$ cat src/rtl/irq_pkg.sv
package irq_pkg;
  localparam int unsigned PRIO_W    = 8;
  localparam int unsigned VEC_SHIFT = 5;

  typedef logic [PRIO_W-1:0] prio_t;

  typedef struct packed {
    logic  ie;
    prio_t prio;
  } cpu_ctx_t;
endpackage

$ cat src/rtl/irq_node_flags.sv
module irq_node_flags #(
  parameter int unsigned N_NODE  = 8,
  parameter logic [N_NODE-1:0] HW_MASK = '1
) (
  input  logic              clk,
  input  logic              rst_n,
  input  logic [N_NODE-1:0] hw_req,
  input  logic [N_NODE-1:0] sw_set,
  input  logic [N_NODE-1:0] sw_clr,
  input  logic [N_NODE-1:0] take_clr,
  output logic [N_NODE-1:0] flags
);
  logic [N_NODE-1:0] flag_q, flag_n, set_v;

  // hardware lines only reach nodes that have a source
  assign set_v  = (hw_req & HW_MASK) | sw_set;
  assign flag_n = (flag_q & ~(sw_clr | take_clr)) | set_v;

  always_ff @(posedge clk or negedge rst_n) begin
    if (!rst_n) flag_q <= '0;
    else        flag_q <= flag_n;
  end

  assign flags = flag_q;

  for (genvar g = 0; g < N_NODE; g++) begin : g_chk
    assert_take_clear_R4: assert property (@(posedge clk) disable iff (!rst_n)
      (take_clr[g] && !set_v[g]) |=> !flag_q[g]);
    if (!HW_MASK[g]) begin : g_sw_only
      assert_hw_ignored_R8: assert property (@(posedge clk) disable iff (!rst_n)
        (!flag_q[g] && !sw_set[g]) |=> !flag_q[g]);
    end
  end
endmodule

$ cat src/rtl/irq_prio_pick.sv
module irq_prio_pick
  import irq_pkg::*;
#(
  parameter int unsigned N_NODE = 8,
  localparam int unsigned IDX_W = (N_NODE > 1) ? $clog2(N_NODE) : 1
) (
  input  logic                     clk,
  input  logic                     rst_n,
  input  logic [N_NODE-1:0]        flags,
  input  logic [N_NODE-1:0]        node_en,
  input  logic [N_NODE*PRIO_W-1:0] node_prio,
  output logic                     win_valid,
  output logic [IDX_W-1:0]         win_idx,
  output prio_t                    win_prio
);
  always_comb begin
    win_prio = '0;
    win_idx  = '0;
    for (int i = 0; i < N_NODE; i++) begin
      // strict compare keeps the lowest index on a tie; prio 0 never wins
      if (flags[i] && node_en[i] && (node_prio[i*PRIO_W +: PRIO_W] > win_prio)) begin
        win_prio = node_prio[i*PRIO_W +: PRIO_W];
        win_idx  = IDX_W'(i);
      end
    end
  end

  assign win_valid = (win_prio != '0);

  assert_win_is_candidate_R9: assert property (@(posedge clk) disable iff (!rst_n)
    win_valid |-> (flags[win_idx] && node_en[win_idx]));
endmodule

$ cat src/rtl/irq_accept_ctrl.sv
module irq_accept_ctrl
  import irq_pkg::*;
#(
  parameter int unsigned ADDR_W   = 32,
  parameter logic [ADDR_W-1:0] BASE_RST = 32'h0000_2000,
  localparam int unsigned PAD_W = ADDR_W - PRIO_W - VEC_SHIFT
) (
  input  logic              clk,
  input  logic              rst_n,
  input  logic              win_valid,
  input  prio_t             win_prio,
  input  logic              ctx_wr,
  input  cpu_ctx_t          ctx_wdata,
  input  logic              rfe,
  input  logic              base_wr,
  input  logic [ADDR_W-1:0] base_wdata,
  output logic              accept,
  output logic              take_o,
  output logic [ADDR_W-1:0] vec_o,
  output prio_t             pend_o,
  output cpu_ctx_t          cpu_o,
  output logic [ADDR_W-1:0] base_o
);
  cpu_ctx_t          cur_q, cur_n, sv_q, sv_n;
  logic              take_q, take_n;
  logic [ADDR_W-1:0] vec_q, vec_n, base_q, base_n;
  prio_t             pend_q, pend_n;

  always_comb begin
    accept = win_valid && cur_q.ie && (win_prio > cur_q.prio) && !rfe && !ctx_wr;
    cur_n  = cur_q;
    sv_n   = sv_q;
    vec_n  = vec_q;
    take_n = accept;
    pend_n = win_prio;
    base_n = base_wr ? (base_wdata & ~ADDR_W'(1)) : base_q;
    if (rfe) begin
      cur_n = sv_q;
    end else if (ctx_wr) begin
      cur_n = ctx_wdata;
    end else if (accept) begin
      sv_n       = cur_q;
      cur_n.ie   = 1'b0;
      cur_n.prio = win_prio;
      vec_n      = base_q | {{PAD_W{1'b0}}, win_prio, {VEC_SHIFT{1'b0}}};
    end
  end

  always_ff @(posedge clk or negedge rst_n) begin
    if (!rst_n) begin
      cur_q  <= '0;
      sv_q   <= '0;
      take_q <= 1'b0;
      vec_q  <= '0;
      pend_q <= '0;
      base_q <= BASE_RST & ~ADDR_W'(1);
    end else begin
      cur_q  <= cur_n;
      sv_q   <= sv_n;
      take_q <= take_n;
      vec_q  <= vec_n;
      pend_q <= pend_n;
      base_q <= base_n;
    end
  end

  assign take_o = take_q;
  assign vec_o  = vec_q;
  assign pend_o = pend_q;
  assign cpu_o  = cur_q;
  assign base_o = base_q;

  assert_take_strict_R3: assert property (@(posedge clk) disable iff (!rst_n)
    take_q |-> (sv_q.ie && (pend_q > sv_q.prio)));
  assert_take_raises_R4: assert property (@(posedge clk) disable iff (!rst_n)
    take_q |-> (!cur_q.ie && (cur_q.prio == pend_q)));
  assert_rfe_restore_R5: assert property (@(posedge clk) disable iff (!rst_n)
    rfe |=> (cur_q == $past(sv_q)));
  assert_base_lsb_R7: assert property (@(posedge clk) disable iff (!rst_n)
    !base_q[0]);
endmodule

$ cat src/rtl/irq_vec_arbiter.sv
module irq_vec_arbiter
  import irq_pkg::*;
#(
  parameter int unsigned N_NODE = 8,
  parameter int unsigned ADDR_W = 32,
  parameter logic [ADDR_W-1:0] BASE_RST = 32'h0000_2000,
  parameter logic [N_NODE-1:0] HW_MASK  = 8'h0F,
  localparam int unsigned IDX_W = (N_NODE > 1) ? $clog2(N_NODE) : 1
) (
  input  logic                     clk,
  input  logic                     rst_n,
  input  logic [N_NODE-1:0]        hw_req,
  input  logic [N_NODE-1:0]        sw_set,
  input  logic [N_NODE-1:0]        sw_clr,
  input  logic [N_NODE-1:0]        node_en,
  input  logic [N_NODE*PRIO_W-1:0] node_prio,
  input  logic                     ctx_wr,
  input  logic                     ctx_ie,
  input  logic [PRIO_W-1:0]        ctx_prio,
  input  logic                     rfe,
  input  logic                     base_wr,
  input  logic [ADDR_W-1:0]        base_wdata,
  output logic                     take,
  output logic [ADDR_W-1:0]        vec_addr,
  output logic [PRIO_W-1:0]        pend_prio,
  output logic [PRIO_W-1:0]        cpu_prio,
  output logic                     glob_en,
  output logic [ADDR_W-1:0]        base_addr,
  output logic [N_NODE-1:0]        req_flags
);
  logic [N_NODE-1:0] flags, take_clr;
  logic              win_valid, accept;
  logic [IDX_W-1:0]  win_idx;
  prio_t             win_prio;
  cpu_ctx_t          ctx_w, cpu_ctx;

  assign ctx_w = '{ie: ctx_ie, prio: ctx_prio};

  for (genvar g = 0; g < N_NODE; g++) begin : g_clr
    assign take_clr[g] = accept && (win_idx == IDX_W'(g));
  end

  irq_node_flags #(.N_NODE(N_NODE), .HW_MASK(HW_MASK)) u_flags (
    .clk(clk), .rst_n(rst_n), .hw_req(hw_req), .sw_set(sw_set),
    .sw_clr(sw_clr), .take_clr(take_clr), .flags(flags)
  );

  irq_prio_pick #(.N_NODE(N_NODE)) u_pick (
    .clk(clk), .rst_n(rst_n), .flags(flags), .node_en(node_en),
    .node_prio(node_prio), .win_valid(win_valid), .win_idx(win_idx),
    .win_prio(win_prio)
  );

  irq_accept_ctrl #(.ADDR_W(ADDR_W), .BASE_RST(BASE_RST)) u_ctrl (
    .clk(clk), .rst_n(rst_n), .win_valid(win_valid), .win_prio(win_prio),
    .ctx_wr(ctx_wr), .ctx_wdata(ctx_w), .rfe(rfe), .base_wr(base_wr),
    .base_wdata(base_wdata), .accept(accept), .take_o(take),
    .vec_o(vec_addr), .pend_o(pend_prio), .cpu_o(cpu_ctx), .base_o(base_addr)
  );

  assign cpu_prio  = cpu_ctx.prio;
  assign glob_en   = cpu_ctx.ie;
  assign req_flags = flags;

  assert_take_onehot_R4: assert property (@(posedge clk) disable iff (!rst_n)
    $onehot0(take_clr));
endmodule

$ cat config.mk
export PLATFORM = sky130hd
export DESIGN_NAME = irq_vec_arbiter
export DESIGN_NICKNAME = d
export VERILOG_FILES = /design/src/rtl/irq_pkg.sv /design/src/rtl/irq_node_flags.sv /design/src/rtl/irq_prio_pick.sv /design/src/rtl/irq_accept_ctrl.sv /design/src/rtl/irq_vec_arbiter.sv
export SDC_FILE = /design/constraint.sdc
export NUM_CORES = 1
export LEC_CHECK = 0
export BUFFER_PORTS_ARGS = -buffer_cell sky130_fd_sc_hd__buf_2
export CORE_ASPECT_RATIO = 1.1
export CORE_MARGIN = 4
export CORE_UTILIZATION = 53
export CTS_BUF_LIST = sky130_fd_sc_hd__clkbuf_8
export DETAILED_ROUTE_END_ITERATION = 10
export GPL_ROUTABILITY_DRIVEN = 0
export MAX_ROUTING_LAYER = met4
export PLACE_DENSITY = 0.84
export SYNTH_ARGS = -nofsm -noshare
export SYNTH_HDL_FRONTEND = slang
export SYNTH_HIERARCHICAL = 1
export SYNTH_SLANG_ARGS = --single-unit
$ cat constraint.sdc
create_clock -name clk -period 20.7 [get_ports clk]
set_input_delay 3.105 -clock clk [delete_from_list [all_inputs] [get_ports clk]]
set_output_delay 3.105 -clock clk [all_outputs]
set_load 0.02 [all_outputs]
==> metrics.txt <==
WS Path Type in2reg; most frequent cell after synthesis dfrtp_1; metal2 WL 9.38 mm; status finished clean; Max Slew Vio Count 0; critical path required time 20.96 ns; static leakage 0.00430 µW; post-route ant nets 0; Seq/Total Area, Yosys 35.8%; Worst-Skew Late Latency 0.37 ns; Net count, final 1,097; die width 116 µm; Clk pwr share 12.8%; fraction of layout cells with a size suffix above 1 40.9%; area share of the largest cell type after synthesis 35.4%; Seq pwr share 29.6%; number of synthesis warnings 6; Port Buf Inserts 224; ys flop type dfrtp_1; Yosys top cell by area dfrtp_1; P_int 534 µW; Worst Hold Class reg2reg; Worst Skew 0.0168 ns; clk sinks 97; Core Util, Final 65.9%; Design Power 966 µW; Final TNS setup 0 ns; peak fanout along the critical path 33; final hold vios 0; Fillers 1,020; detailed-route DRC error count 0; largest net degree at the start of global routing 74; Comb pwr share 57.6%; Post-synth EDFFs 0; Root Driver clkbuf_8; Area contributors post-synth dfrtp_1 35%, ha_1 11%, mux2_2 8.1%; Max Freq 0.0515 GHz; CTS Hold Bufs 0; pwr/cell area 116 nW/µm²; routed wl met3 1.32 mm; synthesized area 6790 µm²; number of global-route vias before repair 5,758; Max-cap violations 0; Startpoint Class input pin; CTS clock-pin slew for the worst setup and hold paths 0.10 ns; total number of vias 5,953; Relative slew margins 39.1%; most frequent cells after synthesis 96 x dfrtp_1, 60 x ha_1, 60 x inv_1; initial antenna violation count 1; Slew @ Worst Pin 0.914 ns; vias per inst 5.63; final instance area 8290 µm²; crit-path max cell delay 0.45 ns; HPWL after detailed placement 15.1 mm; Mean Syn Cell Area 10.1 µm²; M1 WL 7.64 mm; global route overflow 0; Rows 43; RSZ-0062 raised after global routing false; CTS tree done; Post-Syn Instances 671; die area 14,700 µm²; Switching Share 44.7%; Iter 0 DRT Violations 386; Critical Path AT 19.67 ns; Area Growth Syn to Fin 22.1%; Crit. End Element register; Slowest-stage cell, CP a311oi_1; Starting Density 53.9%; All-Layer GR Usage 25.6%; io pins 232; hold slack 0.481 ns; Peak supply drop 0.0992 mV; first-pass GRT wire length 29.0 mm; Tcrit/Tclk final 93.8%; core area 12,600 µm²; Yosys cell types 72; final wirelength 18.7 mm; Final Critical Period 19.41 ns; TritonCTS Buffers 9; die height 127 µm; P_sw 432 µW; flops & latches, synth 97; Synth async-reset ratio 100%; 1st-pass router iterations 4; CTS Buffer Depth 2; WL/cell 17.7 µm; H-tree lvl count 3; endpoints failing setup 0; top layer in use met4; Placement Cell Area 8040 µm²
==> layer usage <==
metal	track usage (%)	vias to the layer above
met2	42.8	233
met3	4.15	23
met4	7.30	0
li1	-	2887
met1	32.1	2810
met5	-	-
==> cell usage in the layout, fill, tap and decap left out, types with 15 or more instances in the layout <==
cell type | netlist | routed
a21o_1 | 15 | 15
a21oi_1 | 43 | 42
buf_2 | 5 | 223
dfrtp_1 | 96 | 96
ha_1 | 60 | 60
inv_1 | 60 | 60
mux2_2 | 49 | 49
mux2_4 | 31 | 31
mux2i_1 | 22 | 22
nand2_1 | 41 | 41
nand3_1 | 25 | 25
nor2_1 | 49 | 48
o21ai_0 | 23 | 23
==> power by group through the flow <==
stage	Clock, µW	Sequential, µW	Combinational (µW)
6_report	123	286	557
5_1_grt	135	292	604
4_1_cts	127	286	549
3_5_place_dp	0	289	547
3_3_place_gp	0	285	532
2_1_floorplan	0	348	322
==> flip-flops by register name, indices dropped and copies added (netlist names) <==
| signal | count |
|---|---|
| u_ctrl/sv_q | 9 |
| u_flags/flags | 8 |
| u_ctrl/pend_o | 8 |
| u_ctrl/cpu_o | 9 |
| u_ctrl/take_o | 1 |
| u_ctrl/vec_o | 31 |
| u_ctrl/base_o | 31 |
==> critical path, delay by kind of cell <==
family                     cells  cell delay (ns)
muxes                          5             1.74
buffers and inverters          8             1.22
AOI/OAI and AO/OA             35             7.42
and+or+nand+nor               24             4.09
adders and majority gates      8             2.05
==> repair_timing <==
action | CTS | global route
setup endpoints to repair | 0 | 56
buffers inserted | 0 | 2
gates resized for setup | 0 | 8
==> per-stage QoR <==
| step | worst slack, ns | std cells |
|---|---|---|
| floorplan | 2.86 | 672 |
| global placement | 0.791 | 1039 |
| detailed placement | 0.502 | 1039 |
| CTS | 0.853 | 1055 |
| global route | 0.00701 | 1058 |
| finish | 1.29 | 1058 |
==> final cells by class <==
class | count | area [µm²] | area share (%)
Antenna cell | 1 | 2.50 | 0.0302
Clock buffer | 10 | 138 | 1.66
Clock inverter | 6 | 62.6 | 0.754
Inverter | 60 | 225 | 2.72
Multi-Input combinational cell | 493 | 4040 | 48.7
Sequential cell | 97 | 2430 | 29.3
Tap cell | 157 | 196 | 2.37
Timing Repair Buffer | 234 | 1200 | 14.5
==> cells by family (layout without fill, tap and decap cells) <==
logic type / Yosys count / after routing / synth area share, %
fa+ha+maj: 60 / 60 / 11.1
flops: 97 / 97 / 35.8
buf+inv: 82 / 310 / 5.34
compound gates: 154 / 154 / 15.7
simple gates: 172 / 172 / 13.3
xor+xnor: 1 / 1 / 0.240
mux: 104 / 104 / 18.6
other cells: 1 / 3 / 0.0552
==> path summary, 6_finish.rpt <==
| path | from | to | slack, ns | cells after the start |
|---|---|---|---|---|
| worst max register to register | u_flags/flags[0]$_DFF_PN0_ | u_ctrl/sv_q[7]$_DFFE_PN0P_ | 3.68 | 79 |
| max in group asynchronous | rst_n | u_ctrl/cpu_o[0]$_DFFE_PN0P_ | 16.87 | 2 |
| worst min-delay path | u_ctrl/sv_q[8]$_DFFE_PN0P_ | u_ctrl/sv_q[8]$_DFFE_PN0P_ | 0.48 | 1 |
| min in group asynchronous | rst_n | u_ctrl/vec_o[25]$_DFFE_PN0P_ | 2.61 | 1 |
| worst max-delay path | node_en[0] | u_ctrl/sv_q[7]$_DFFE_PN0P_ | 1.29 | 80 |
| worst min register to register | u_ctrl/sv_q[8]$_DFFE_PN0P_ | u_ctrl/sv_q[8]$_DFFE_PN0P_ | 0.48 | 1 |
Power figures use the tool's default switching activity.
